==> src/rtl/fdc_pd_pkg.sv <==
package fdc_pd_pkg;

  typedef enum logic [2:0] {
    SEL_NONE = 3'd0,
    SEL_STAT = 3'd1,
    SEL_TRK  = 3'd2,
    SEL_SEC  = 3'd3,
    SEL_DAT  = 3'd4,
    SEL_DRV  = 3'd5
  } port_sel_e;

  localparam int unsigned NUM_STORE = 4;

endpackage

==> src/rtl/fdc_addr_dec.sv <==
module fdc_addr_dec
  import fdc_pd_pkg::*;
#(
  parameter int unsigned ADDR_W    = 8,
  parameter logic [ADDR_W-1:0] BASE_ADDR = 8'h10
) (
  input  logic [ADDR_W-1:0] addr,
  output port_sel_e         sel
);

  // The controller window spans eight ports: four registers and their alias.
  localparam logic [ADDR_W-1:0] DRV_PORT = BASE_ADDR + ADDR_W'(8);
  localparam int unsigned       WIN_LSB  = 3;

  logic in_window;

  assign in_window = (addr[ADDR_W-1:WIN_LSB] == BASE_ADDR[ADDR_W-1:WIN_LSB]);

  always_comb begin
    sel = SEL_NONE;
    if (in_window) begin
      // Bit 2 selects the alias half and is ignored.
      unique case (addr[1:0])
        2'd0:    sel = SEL_STAT;
        2'd1:    sel = SEL_TRK;
        2'd2:    sel = SEL_SEC;
        default: sel = SEL_DAT;
      endcase
    end else if (addr == DRV_PORT) begin
      sel = SEL_DRV;
    end
  end

endmodule

==> src/rtl/fdc_reg_file.sv <==
module fdc_reg_file
  import fdc_pd_pkg::*;
#(
  parameter int unsigned DATA_W = 8
) (
  input  logic              clk,
  input  logic              rst_n,
  input  logic              wr_en,
  input  port_sel_e         sel,
  input  logic [DATA_W-1:0] wdata,
  output logic [DATA_W-1:0] trk_q,
  output logic [DATA_W-1:0] sec_q,
  output logic [DATA_W-1:0] dat_q,
  output logic [DATA_W-1:0] drv_q
);

  logic [NUM_STORE-1:0]             hit;
  logic [NUM_STORE-1:0][DATA_W-1:0] q;

  assign hit = {sel == SEL_DRV, sel == SEL_DAT, sel == SEL_SEC, sel == SEL_TRK};

  for (genvar g = 0; g < NUM_STORE; g++) begin : g_store
    logic              en;
    logic [DATA_W-1:0] nxt;
    logic [DATA_W-1:0] r;

    always_comb begin
      en  = wr_en && hit[g];
      nxt = wdata;
    end

    always_ff @(posedge clk or negedge rst_n) begin
      if (!rst_n) begin
        r <= '0;
      end else if (en) begin
        r <= nxt;
      end
    end

    assign q[g] = r;
  end

  assign trk_q = q[0];
  assign sec_q = q[1];
  assign dat_q = q[2];
  assign drv_q = q[3];

endmodule

==> src/rtl/fdc_busy_stub.sv <==
module fdc_busy_stub #(
  parameter int unsigned BUSY_CYCLES = 4
) (
  input  logic clk,
  input  logic rst_n,
  input  logic start,
  output logic busy
);

  localparam int unsigned CNT_W = $clog2(BUSY_CYCLES + 1);
  localparam logic [CNT_W-1:0] LOAD = CNT_W'(BUSY_CYCLES);

  logic [CNT_W-1:0] cnt_q;
  logic [CNT_W-1:0] cnt_nxt;
  logic             cnt_en;

  always_comb begin
    cnt_en  = start || (cnt_q != '0);
    cnt_nxt = start ? LOAD : (cnt_q - CNT_W'(1));
  end

  always_ff @(posedge clk or negedge rst_n) begin
    if (!rst_n) begin
      cnt_q <= '0;
    end else if (cnt_en) begin
      cnt_q <= cnt_nxt;
    end
  end

  assign busy = (cnt_q != '0);

endmodule

==> src/rtl/fdc_port_decode.sv <==
module fdc_port_decode
  import fdc_pd_pkg::*;
#(
  parameter int unsigned       ADDR_W      = 8,
  parameter int unsigned       DATA_W      = 8,
  parameter logic [ADDR_W-1:0] BASE_ADDR   = 8'h10,
  parameter int unsigned       BUSY_CYCLES = 4
) (
  input  logic              clk,
  input  logic              rst_n,
  input  logic [ADDR_W-1:0] io_addr,
  input  logic              io_rd,
  input  logic              io_wr,
  input  logic [DATA_W-1:0] io_wdata,
  output logic [DATA_W-1:0] io_rdata,
  output logic              card_sel
);

  logic [1:0] rst_sync_q;
  logic       rst_q;

  always_ff @(posedge clk or negedge rst_n) begin
    if (!rst_n) begin
      rst_sync_q <= '0;
    end else begin
      rst_sync_q <= {rst_sync_q[0], 1'b1};
    end
  end

  assign rst_q = rst_sync_q[1];

  port_sel_e         sel;
  logic [DATA_W-1:0] trk_q;
  logic [DATA_W-1:0] sec_q;
  logic [DATA_W-1:0] dat_q;
  logic [DATA_W-1:0] drv_q;
  logic              busy;
  logic              cmd_wr;
  logic [DATA_W-1:0] status;
  logic [DATA_W-1:0] rd_val;

  fdc_addr_dec #(
    .ADDR_W   (ADDR_W),
    .BASE_ADDR(BASE_ADDR)
  ) u_dec (
    .addr(io_addr),
    .sel (sel)
  );

  fdc_reg_file #(
    .DATA_W(DATA_W)
  ) u_regs (
    .clk  (clk),
    .rst_n(rst_q),
    .wr_en(io_wr),
    .sel  (sel),
    .wdata(io_wdata),
    .trk_q(trk_q),
    .sec_q(sec_q),
    .dat_q(dat_q),
    .drv_q(drv_q)
  );

  assign cmd_wr = io_wr && (sel == SEL_STAT);

  fdc_busy_stub #(
    .BUSY_CYCLES(BUSY_CYCLES)
  ) u_busy (
    .clk  (clk),
    .rst_n(rst_q),
    .start(cmd_wr),
    .busy (busy)
  );

  assign status = {{(DATA_W-1){1'b0}}, busy};

  always_comb begin
    unique case (sel)
      SEL_STAT: rd_val = status;
      SEL_TRK:  rd_val = trk_q;
      SEL_SEC:  rd_val = sec_q;
      SEL_DAT:  rd_val = dat_q;
      SEL_DRV:  rd_val = drv_q;
      default:  rd_val = '1;
    endcase
  end

  assign io_rdata = io_rd ? rd_val : '1;
  assign card_sel = (io_rd || io_wr) && (sel != SEL_NONE);

endmodule

==> config.mk <==
export PLATFORM = sky130hd
export DESIGN_NAME = fdc_port_decode
export DESIGN_NICKNAME = d
export VERILOG_FILES = /design/src/rtl/fdc_pd_pkg.sv /design/src/rtl/fdc_addr_dec.sv /design/src/rtl/fdc_reg_file.sv /design/src/rtl/fdc_busy_stub.sv /design/src/rtl/fdc_port_decode.sv
export SDC_FILE = /design/constraint.sdc
export NUM_CORES = 1
export LEC_CHECK = 0
export ABC_AREA = 1
export BUFFER_PORTS_ARGS = -buffer_cell sky130_fd_sc_hd__buf_4
export CAP_MARGIN = 5
export CORE_MARGIN = 4
export CORE_UTILIZATION = 43
export CTS_BUF_LIST = sky130_fd_sc_hd__clkbuf_16
export DETAILED_ROUTE_END_ITERATION = 7
export HOLD_SLACK_MARGIN = 0.05
export MAX_ROUTING_LAYER = met4
export RECOVER_POWER = 100
export SYNTH_ARGS = -nofsm -noshare
export SYNTH_HDL_FRONTEND = slang
export SYNTH_SLANG_ARGS = --single-unit
==> constraint.sdc <==
create_clock -name clk -period 5.28 [get_ports clk]
set_input_delay 1.056 -clock clk [delete_from_list [all_inputs] [get_ports clk]]
set_output_delay 1.056 -clock clk [all_outputs]
set_load 0.01 [all_outputs]
* Word level (Yosys, flattened, before mapping)
Index checks and enable logic that the tools add are counted.
** Word-level totals
- Input port bits :: 20
- Logic and storage cells :: 33
- Output and inout bits :: 9
- Register bits :: 37
** Operators by class
- Eq/ne operators :: 9
- Add/sub/neg operators :: 1
- Reduce and logical (&&, ||, !) cells :: 11
- Multiplexer cells :: 6
** Operators with widths (number)
- $pmux 8 s5 :: 1
- $mux 3 :: 3
- $pmux 3 s3 :: 1
- $eq 8x5->1 const B :: 1
- $mux 8 :: 1
- $eq 3x2->1 const B :: 2
- $eq 3x3->1 const B :: 2
- $logic_and 1x1->1 :: 6
- $reduce_bool 3->1 :: 2
- $eq 5x2->1 const B :: 1
- $eq 3x1->1 const B :: 1
- $sub 3x1->3 const B :: 1
- $eq 2x1->1 const B :: 1
- $eq 2x2->1 const B :: 1
- $logic_not 2->1 :: 1
- $logic_or 1x1->1 :: 2

* Longest topological paths before layout
Gate-level depths: netlist of run 1.
- Word-level depth :: 6
- Gate-level depth with buffers :: 11
- Gate-level depth less buffers :: 11

* Cells and area by module
Synthesis of run 1 repeated with hierarchy kept, for this count alone.
** Unflattened totals
- Cell total of the unflattened synthesis :: 284
- Area total of the unflattened synthesis :: 2122.0 sq um
** By module, submodules not included
- fdc_reg_file :: area an instance 1330.0 sq um, times used 1, seq. area each 800.8 sq um, cells an instance 145
- fdc_port_decode :: area an instance 483.0 sq um, times used 1, seq. area each 50.0 sq um, cells an instance 92
- fdc_busy_stub :: area an instance 173.9 sq um, times used 1, seq. area each 75.1 sq um, cells an instance 22
- fdc_addr_dec :: area an instance 135.1 sq um, times used 1, seq. area each 0.0 sq um, cells an instance 25

* Worst setup path after synthesis of run 1
No wires, ideal clock.
- Path kind :: input port to output port
- Start :: in io_addr[0]
- End :: out io_rdata[6]
- Stages on the path :: 8
- Data required time :: 4.224 ns
- Path buffers :: 0
- Path slack :: 1.988 ns
- Arrival time :: 2.236 ns
- Path through :: inv_1 > ha_1 > inv_1 > nor3_4 > nand2_2 > nor2_1 > nor2_1 > nand2_1
** On the way
- Cells in the longest elaborated chain, start to end :: 6
- Elaborated cells between the ends (all ways) :: 14
- Classes of those cells :: eq/ne (8); mux (5); reduce/logical (1)
** Ends and longest elaborated chain
- from (decl) :: line fdc_port_decode.sv:11 : input logic [ADDR_W-1:0] io_addr,
- $eq 8x5->1 (tied with other cells) :: line fdc_addr_dec.sv:29 : end else if (addr == DRV_PORT) begin
- $mux 3 / $pmux 3 s3 (equally long branches) :: line fdc_addr_dec.sv:29, fdc_addr_dec.sv:23
- $mux 3 (*) :: line fdc_addr_dec.sv:21 : if (in_window) begin
- $eq 3x3->1 (tied with other cells) :: line fdc_port_decode.sv:78 : unique case (sel)
- $pmux 8 s5 (*) :: line fdc_port_decode.sv:78
- $mux 8 (*) :: line fdc_port_decode.sv:88 : assign io_rdata = io_rd ? rd_val : '1;
- to (decl) :: line fdc_port_decode.sv:15 : output logic [DATA_W-1:0] io_rdata,
Mark *: on every way between the ends. The rest lies on a longest branch, timed or not.

* Worst setup path in the final report of run 1
- Start :: in io_addr[0]
- End :: out io_rdata[4]
Same word-level chain as after synthesis.

==> results of run 1 <==
[sequential cells by signal, summed over array words and instances (netlist names)]
signal        flops
u_regs.dat_q      8
u_regs.drv_q      8
u_busy.cnt_q      3
u_regs.sec_q      8
u_regs.trk_q      8
rst_sync_q        2
[cell type report]
class                   count  area, um^2
inverters                  41         154
multi-input cells         182         866
clock inverters             2        7.51
repair buffers             29         176
clock buffers               5         125
fillers                   519        2370
well taps                  54        67.6
flip-flops and latches     37         926
[kinds of logic after synthesis]
group           share of synthesized area, %
compound gates                          13.3
xor+xnor                               0.421
fa+ha+maj                               3.00
buf+inv                                 9.19
flops                                   44.5
other cells                            0.180
simple gates                            29.4
[cells in the mapped netlist, drive strengths merged]
master	instances	share of area, %
dfrtp	37	44
nand3	24	6.5
a21oi	1	0.24
nand2	80	15
nand4	3	0.90
clkinv	1	0.18
nor3	2	1.0
xnor2	1	0.42
nor2	24	6.0
inv	40	7.2
o21a	1	0.36
o21ai	40	13
buf	3	1.6
conb	1	0.18
clkbuf	1	0.18
ha	5	3.0
[power by group through the flow]
stage	logic, mW	registers (mW)	clock network (mW)
6_report	0.128	0.351	0.273
5_1_grt	0.156	0.357	0.290
4_1_cts	0.146	0.351	0.278
2_1_floorplan	0.103	0.354	0
3_5_place_dp	0.145	0.356	0
3_3_place_gp	0.141	0.355	0
[critical path, cell delays in order]
cell                       delay (ps)
sky130_fd_sc_hd__clkbuf_4         110
sky130_fd_sc_hd__inv_1             50
sky130_fd_sc_hd__ha_1             290
sky130_fd_sc_hd__inv_1             50
sky130_fd_sc_hd__nor3_1          1030
sky130_fd_sc_hd__nand2_4          200
sky130_fd_sc_hd__o21ai_0          250
sky130_fd_sc_hd__inv_1             80
sky130_fd_sc_hd__nand2_1           80
sky130_fd_sc_hd__clkbuf_1         160
[layer usage]
| layer | routed length (um) | share of wire [%] |
|---|---|---|
| met1 | 2190 | 47 |
| met2 | 2090 | 45 |
| met3 | 293 | 6.3 |
| met4 | 70 | 1.5 |
| met5 | 0 | 0 |
[through the flow]
step	hold WS, ps	worst slack, ps	cells
6_report	351	859	350
5_1_grt	353	624	350
4_1_cts	297	1260	350
3_5_place_dp	292	1260	343
3_3_place_gp	294	1320	343
2_1_floorplan	331	1990	264
[layout by cell type (no fill, tap or decap), types with 3 or more instances in the layout]
master	synthesis	final
sky130_fd_sc_hd__o21ai_0	22	35
sky130_fd_sc_hd__clkbuf_16	0	5
sky130_fd_sc_hd__nand3_1	21	23
sky130_fd_sc_hd__clkbuf_1	1	11
sky130_fd_sc_hd__inv_1	40	41
sky130_fd_sc_hd__o21ai_2	17	5
sky130_fd_sc_hd__dfrtp_1	37	37
sky130_fd_sc_hd__nand2_1	77	78
sky130_fd_sc_hd__ha_1	5	5
sky130_fd_sc_hd__buf_4	0	17
sky130_fd_sc_hd__nor2_1	18	22
sky130_fd_sc_hd__nand4_1	3	3
[worst paths after layout]
check | startpoint | endpoint | slack [ps] | depth (start not counted)
worst max register to register | rst_sync_q[1] | u_regs.trk_q[3] | 3330 | 1
worst min-delay path | rst_sync_q[0] | rst_sync_q[1] | 350 | 0
worst min register to register | rst_sync_q[0] | rst_sync_q[1] | 350 | 0
worst max-delay path | io_addr[0] | io_rdata[4] | 860 | 10
max in group asynchronous | rst_sync_q[1] | u_regs.trk_q[3] | 3330 | 1
min in group asynchronous | rst_n | rst_sync_q[0] | 550 | 1
==> results by stage, run 1 <==
Power and ir drop:
- Combinational cells account for 17.1% of the total power.
- Across the VDD grid, the largest voltage drop is 0.177 mV.
- The power share of the sequential group is 46.6%.
- Internal power comes to 0.552 mW.
- The total power divided by cell area is 324 nW/um^2.
- Per report_power, the clock group accounts for 36.3% of the total.
- The static power due to leakage is 1.22 nW.
- The power spent charging and discharging nets is 0.200 mW.
- The total chip power is 0.752 mW.
- Of the total power, the share spent switching nets is 26.7%.

Clock network:
- The post-cts hold buffer count is 0.
- The number of levels the H-tree was split into is 2.
- The longest clock path from root to sink contains 2 buffers.
- TritonCTS created 5 clock buffers.
- Clock-pin slew was measured on the worst setup and hold paths at 50 ps.
- The number of setup buffers added after CTS is 0.
- The library cell used as clock root buffer is sky130_fd_sc_hd__clkbuf_16.
- Gates resized during post-CTS repair numbered 0.
- The clock drives 37 sinks.
- The clock latency of the later-clocked register in the worst-skew pair is 280 ps.
- TritonCTS built the clock tree.

Timing:
- The time the worst path needs with I/O delays and setup is 4420 ps.
- The worst pin sits at a relative slew slack of -26.9%.
- Setup repair after global routing left no endpoint under its margin.
- The worst path uses 83.7% of the clock period.
- For the pin with the worst max-slew slack, the measured transition is 1900 ps.
- The number of hold violations in the final report was 0.
- Setup violations remaining at the end of the flow were counted as 0.
- The fmax is 226 MHz.
- The number of slew-limit violations in the final report is 36.
- The setup total negative slack is 0 ps.
- The worst-case clock skew is 1.35 ps.

Logic synthesis:
- The post-synth net total is 289.
- Yosys mapped the design onto 24 distinct sky130hd cell types.
- During synthesis, Yosys emitted a total of 0 warnings.
- The post-synthesis sequential area ratio is 44.5%.
- In the synthesized netlist, the number of instances is 264.
- The number of synthesized register bits is 37.
- The mean cell area of the mapped netlist is 7.89 um^2.
- Summing every instance area after synthesis gives 2080 um^2.

Worst setup path:
- The arrival time at the worst endpoint is 3370 ps.
- The critical path is of the input pin to primary output type.
- The highest fanout seen on the critical path is 10.
- The worst setup path is captured at a primary output.
- The worst setup path is launched from an input pin.
- Data on the critical path is required at its endpoint by 4220 ps.

Place:
- The HPWL after detailed placement is 3430 um.
- The area of placed instances is 2330 um^2.
- The count of input and output buffers is 28.
- The weighted congestion reported at the end of routability-driven placement is 0.872.

Route:
- Wires add up to 4640 um.
- The number of design-rule violations left by the first detailed-router iteration is 39.
- The routed layout has 1751 vias.
- The routed wire length per instance is 13.2 um.
- The count of nets left with antenna violations once routing finished came out at 0.
- The DRC violation count after routing is 0.
- The first detailed-routing pass ran for 4 iterations.
- In the routed layout, each cell is associated on average with a via count of 5.00.

GRT:
- The first-pass GRT wire length is 7990 um.
- The layer flagged by global routing as most heavily used is met2.
- In the global route stage, overall resource usage came out at 17.3%.
- The global-route met1 utilization is 20.4%.
- The total congestion overflow after global routing is 0.
- For met3 alone, demand over resource in global routing was 5.10%.
- The initial antenna violation count is 0.
- The via count of the first global-routing pass is 1785.
- The maximum number of pins on one net before global-route repair is 36.
- For this run, global-route usage on met2 was measured as 27.1%.

Job:
- Across the run, the number of max-cap violations was 1.

Outcome:
- The flow ran to the end, but the final reports show violations.
- The checks that failed: max-capacitance violations, max-slew violations.

Floorplanning:
- In this run the core area contains 25 standard-cell rows.
- From left edge to right edge, the die measures 77.6 um.
- From bottom edge to top edge, the die measures 77.6 um.
- The total area inside the core boundary comes to 4690 um^2.
- For this configuration, the core starts out at a cell density of 44.4%.
- During I/O placement, the number of pins put on the boundary was 29.
- The die covers 6020 um^2.

Finish:
- The net total in the final layout is 321.
- The utilization of the core after routing is 49.5%.
- Relative to the synthesized area, the layout overhead comes to 11.5%.
- The finished cells cover 2320 um^2.
- The antenna diode count is 0.
- Cells with a size suffix above 1 make up 11.1% of the layout.

Hold path:
- The path type of the worst min-delay path is flip-flop to flip-flop.
No activity file was read; power rests on OpenSTA's default activity.
==> inputs of run 2 (changes only) <==
- PLACE_DENSITY: unset -> 0.65
- clock period: 5.28 -> 3.6 ns (I/O delays scaled with it)
==> run 2 against run 1 <==
  * Highest routed layer unchanged
  * The run still ends with max-capacitance violations, max-slew violations left
  * Die area did not move
  * Global-route usage shrank 0.25 points
  * Sequential cell count stayed put
  * Non-clock buffer count increased by 3
==> results by stage, run 2 (same netlist as run 1, synthesis figures left out) <==
Floorplanning:
- The top-level port count is 29 (unchanged).
- The initial core utilization is 44.4% (unchanged).
- The floorplan die area is 6020 um^2 (unchanged).
- The row count came to 25 (unchanged).
- The area inside the core boundary is 4690 um^2 (unchanged).
- The die span in x came to 77.6 um (unchanged).
- The die outline height is 77.6 um (unchanged).

GRT:
- The via count of the first global-routing pass is 1743 (-2.4%).
- The overall fraction of global-route tracks in use is 17.0% (-0.25 points).
- The initial antenna violation count is 0 (unchanged).
- The total congestion overflow after global routing was 0 (unchanged).
- The maximum number of pins on one net before global-route repair is 36 (unchanged).
- The first-pass GRT wire length is 7920 um (-0.86%).

Worst setup path:
- The arrival time at the worst endpoint is 2340 ps (-1030 ps).
- The kind of critical path is input pin to primary output.
- The worst setup path is captured at a primary output.
- The highest fanout seen on the critical path is 9 (-1).
- The endpoint required time on the critical path came to 2880 ps (-1340 ps).
- STA classifies the critical path startpoint as an input pin.

Route:
- The total number of vias came to 1724 (-1.5%).
- The detailed-route vias per instance is 4.87 (-2.7%).
- The number of detailed-route iterations in the first pass is 4 (unchanged).
- The number of design-rule violations left by the first detailed-router iteration is 78 (+100%).
- The remaining antenna violation count after routing is 0 (unchanged).
- The total wirelength of the detailed-routed design is 4540 um (-2.0%).
- The routed wire length per instance is 12.8 um (-3.1%).
- The DRC violation count after routing is 0 (unchanged).

Clock network:
- The number of gates resized after cts is 0 (unchanged).
- The clock-pin slew of the registers on the worst-case setup and hold paths is 50 ps (about the same).
- The number of levels the H-tree was split into is 2 (unchanged).
- The library cell used as clock root buffer is sky130_fd_sc_hd__clkbuf_16.
- The total clock buffers created by CTS was 5 (unchanged).
- The post-cts hold buffer count came to 0 (unchanged).
- The sink count of the clock tree came to 37 (unchanged).
- The maximum root-to-sink buffer count is 2 (unchanged).
- The post-CTS repair timing setup buffer count came to 0 (unchanged).
- TritonCTS built the clock tree.
- The clock latency of the later-clocked register in the worst-skew pair was 280 ps (about the same).

Power and ir drop:
- The worst IR drop on VDD is 0.344 mV (+95%).
- The share of total power in combinational logic is 17.2% (about the same).
- The total power divided by cell area is 471 nW/um^2 (+45%).
- The power spent charging and discharging nets is 0.298 mW (+49%).
- The switching power as a share of total power is 26.9% (+0.22 points).
- The internal power summed over all cells was 0.811 mW (+47%).
- The power share of the sequential group is 46.4% (-0.2 points).
- The static power due to leakage is 1.24 nW (+1.4%).
- The part of the power in the clock network is 36.5% (+0.2 points).

Timing:
- The worst-case headroom to the max-slew limit was -23.9% (+2.9 points).
- The hold slack was 217 ps (-134 ps).
- The transition time at the pin with the least slew margin is 1860 ps (-44.2 ps).
- The period utilization is 85.0%.
- The number of slew-limit violations in the final report is 36 (unchanged).
- Setup repair after global routing left no endpoint under its margin.
- The fmax is 327 MHz.
- The number of endpoints failing setup at the final stage is 0 (unchanged).
- The time the worst path needs with I/O delays and setup is 3060 ps.
- The setup total negative slack is 0 ps (unchanged).
- The worst-case clock skew is 3.85 ps (+2.50 ps).
- The number of hold violations in the final report is 0 (unchanged).

Place:
- The count of input and output buffers is 28 (unchanged).
- The half-perimeter wire length after placement is 3340 um (-2.6%).
- The weighted congestion reported at the end of routability-driven placement came to 0.850 (-2.5%).

Finish:
- The antenna diode count was 0 (unchanged).
- The net total in the final layout is 324 (+0.93%).
- Leaving out fill and tap cells, the most frequent cell in the layout is sky130_fd_sc_hd__nand2_1.
- The area of the multi-input gates is 876 um^2 (+1.2%).
- The share of layout cells above drive strength 1 is 11.3% (+0.18 points).
- The fill cell total of the finished layout is 503 (-3.1%).
- The sequential standard cell area is 926 um^2 (unchanged).
- In the layout the commonest cells are sky130_fd_sc_hd__nand2_1, sky130_fd_sc_hd__inv_1, sky130_fd_sc_hd__dfrtp_1.
- The area added between synthesis and finish is 13.1%.

Outcome:
- The run finished, with violations left.
- The checks that failed: max-capacitance violations, max-slew violations.

Hold path:
- In this run the worst hold path is classified as input pin to asynchronous set/reset pin.

Job:
- The number of max-capacitance violations reported is 1 (unchanged).
[run 2: cell types whose count changed in the layout (fill, tap and decap cells not counted), sizes merged]
cell,change
inv,+2
buf,+3
clkinv,-1
[run 2: routing by layer]
layer  track usage [%]  up-vias  share of wire, %
li1                  -      895                 -
met1              21.2      783                46
met2              26.5       39                47
met3              4.64        7               5.2
met4              6.05        0               1.6
met5                 -        -                 0
[run 2: final timing paths]
check / cells past startpoint / from / endpoint / slack [ps]
worst max-delay path: 12 / io_addr[0] / io_rdata[6] / 540
worst min-delay path: 1 / rst_n / rst_sync_q[0] / 220
worst max register to register: 1 / rst_sync_q[1] / u_busy.cnt_q[1] / 1690
worst min register to register: 0 / rst_sync_q[0] / rst_sync_q[1] / 350
max in group asynchronous: 1 / rst_sync_q[1] / u_busy.cnt_q[1] / 1690
min in group clk: 0 / rst_sync_q[0] / rst_sync_q[1] / 350
[run 2: area by class of cell]
class	instances	share of cell area, %
Clock inverter	3	0.478
Tap cell	54	2.87
Inverter	41	6.54
Multi-Input combinational cell	182	37.2
Timing Repair Buffer	32	8.29
Clock buffer	5	5.31
Sequential cell	37	39.3
[run 2: critical path: stages]
cell and delay [ps]:
sky130_fd_sc_hd__clkbuf_1 80, sky130_fd_sc_hd__inv_1 70, sky130_fd_sc_hd__ha_1 190, sky130_fd_sc_hd__nand2_1 60
sky130_fd_sc_hd__nand2_1 70, sky130_fd_sc_hd__nand2_1 60, sky130_fd_sc_hd__nor2_1 340, sky130_fd_sc_hd__nand2_1 280
sky130_fd_sc_hd__nor2_1 150, sky130_fd_sc_hd__nor2_1 60, sky130_fd_sc_hd__nand2_1 80, sky130_fd_sc_hd__clkbuf_1 160
[run 2: per-stage QoR]
| step | utilization (%) | power (mW) | area (um^2) | setup slack [ps] | std cells |
|---|---|---|---|---|---|
| floorplan | - | 0.670 | 2080 | 980 | 264 |
| global placement | 50.1 | 0.726 | 2350 | 608 | 346 |
| detailed placement | 50.1 | 0.734 | 2350 | 579 | 346 |
| CTS | 53.0 | 1.14 | 2490 | 573 | 354 |
| global route | 50.2 | 1.18 | 2350 | 291 | 354 |
| finish | 50.2 | 1.11 | 2350 | 541 | 354 |
[run 2: power by group through the flow]
stage          combinational [mW]  sequential, mW  clock, mW
3_5_place_dp                0.212           0.522          0
4_1_cts                     0.214           0.515      0.411
2_1_floorplan               0.150           0.520          0
6_report                    0.190           0.514      0.404
3_3_place_gp                0.207           0.519          0
5_1_grt                     0.226           0.523      0.430
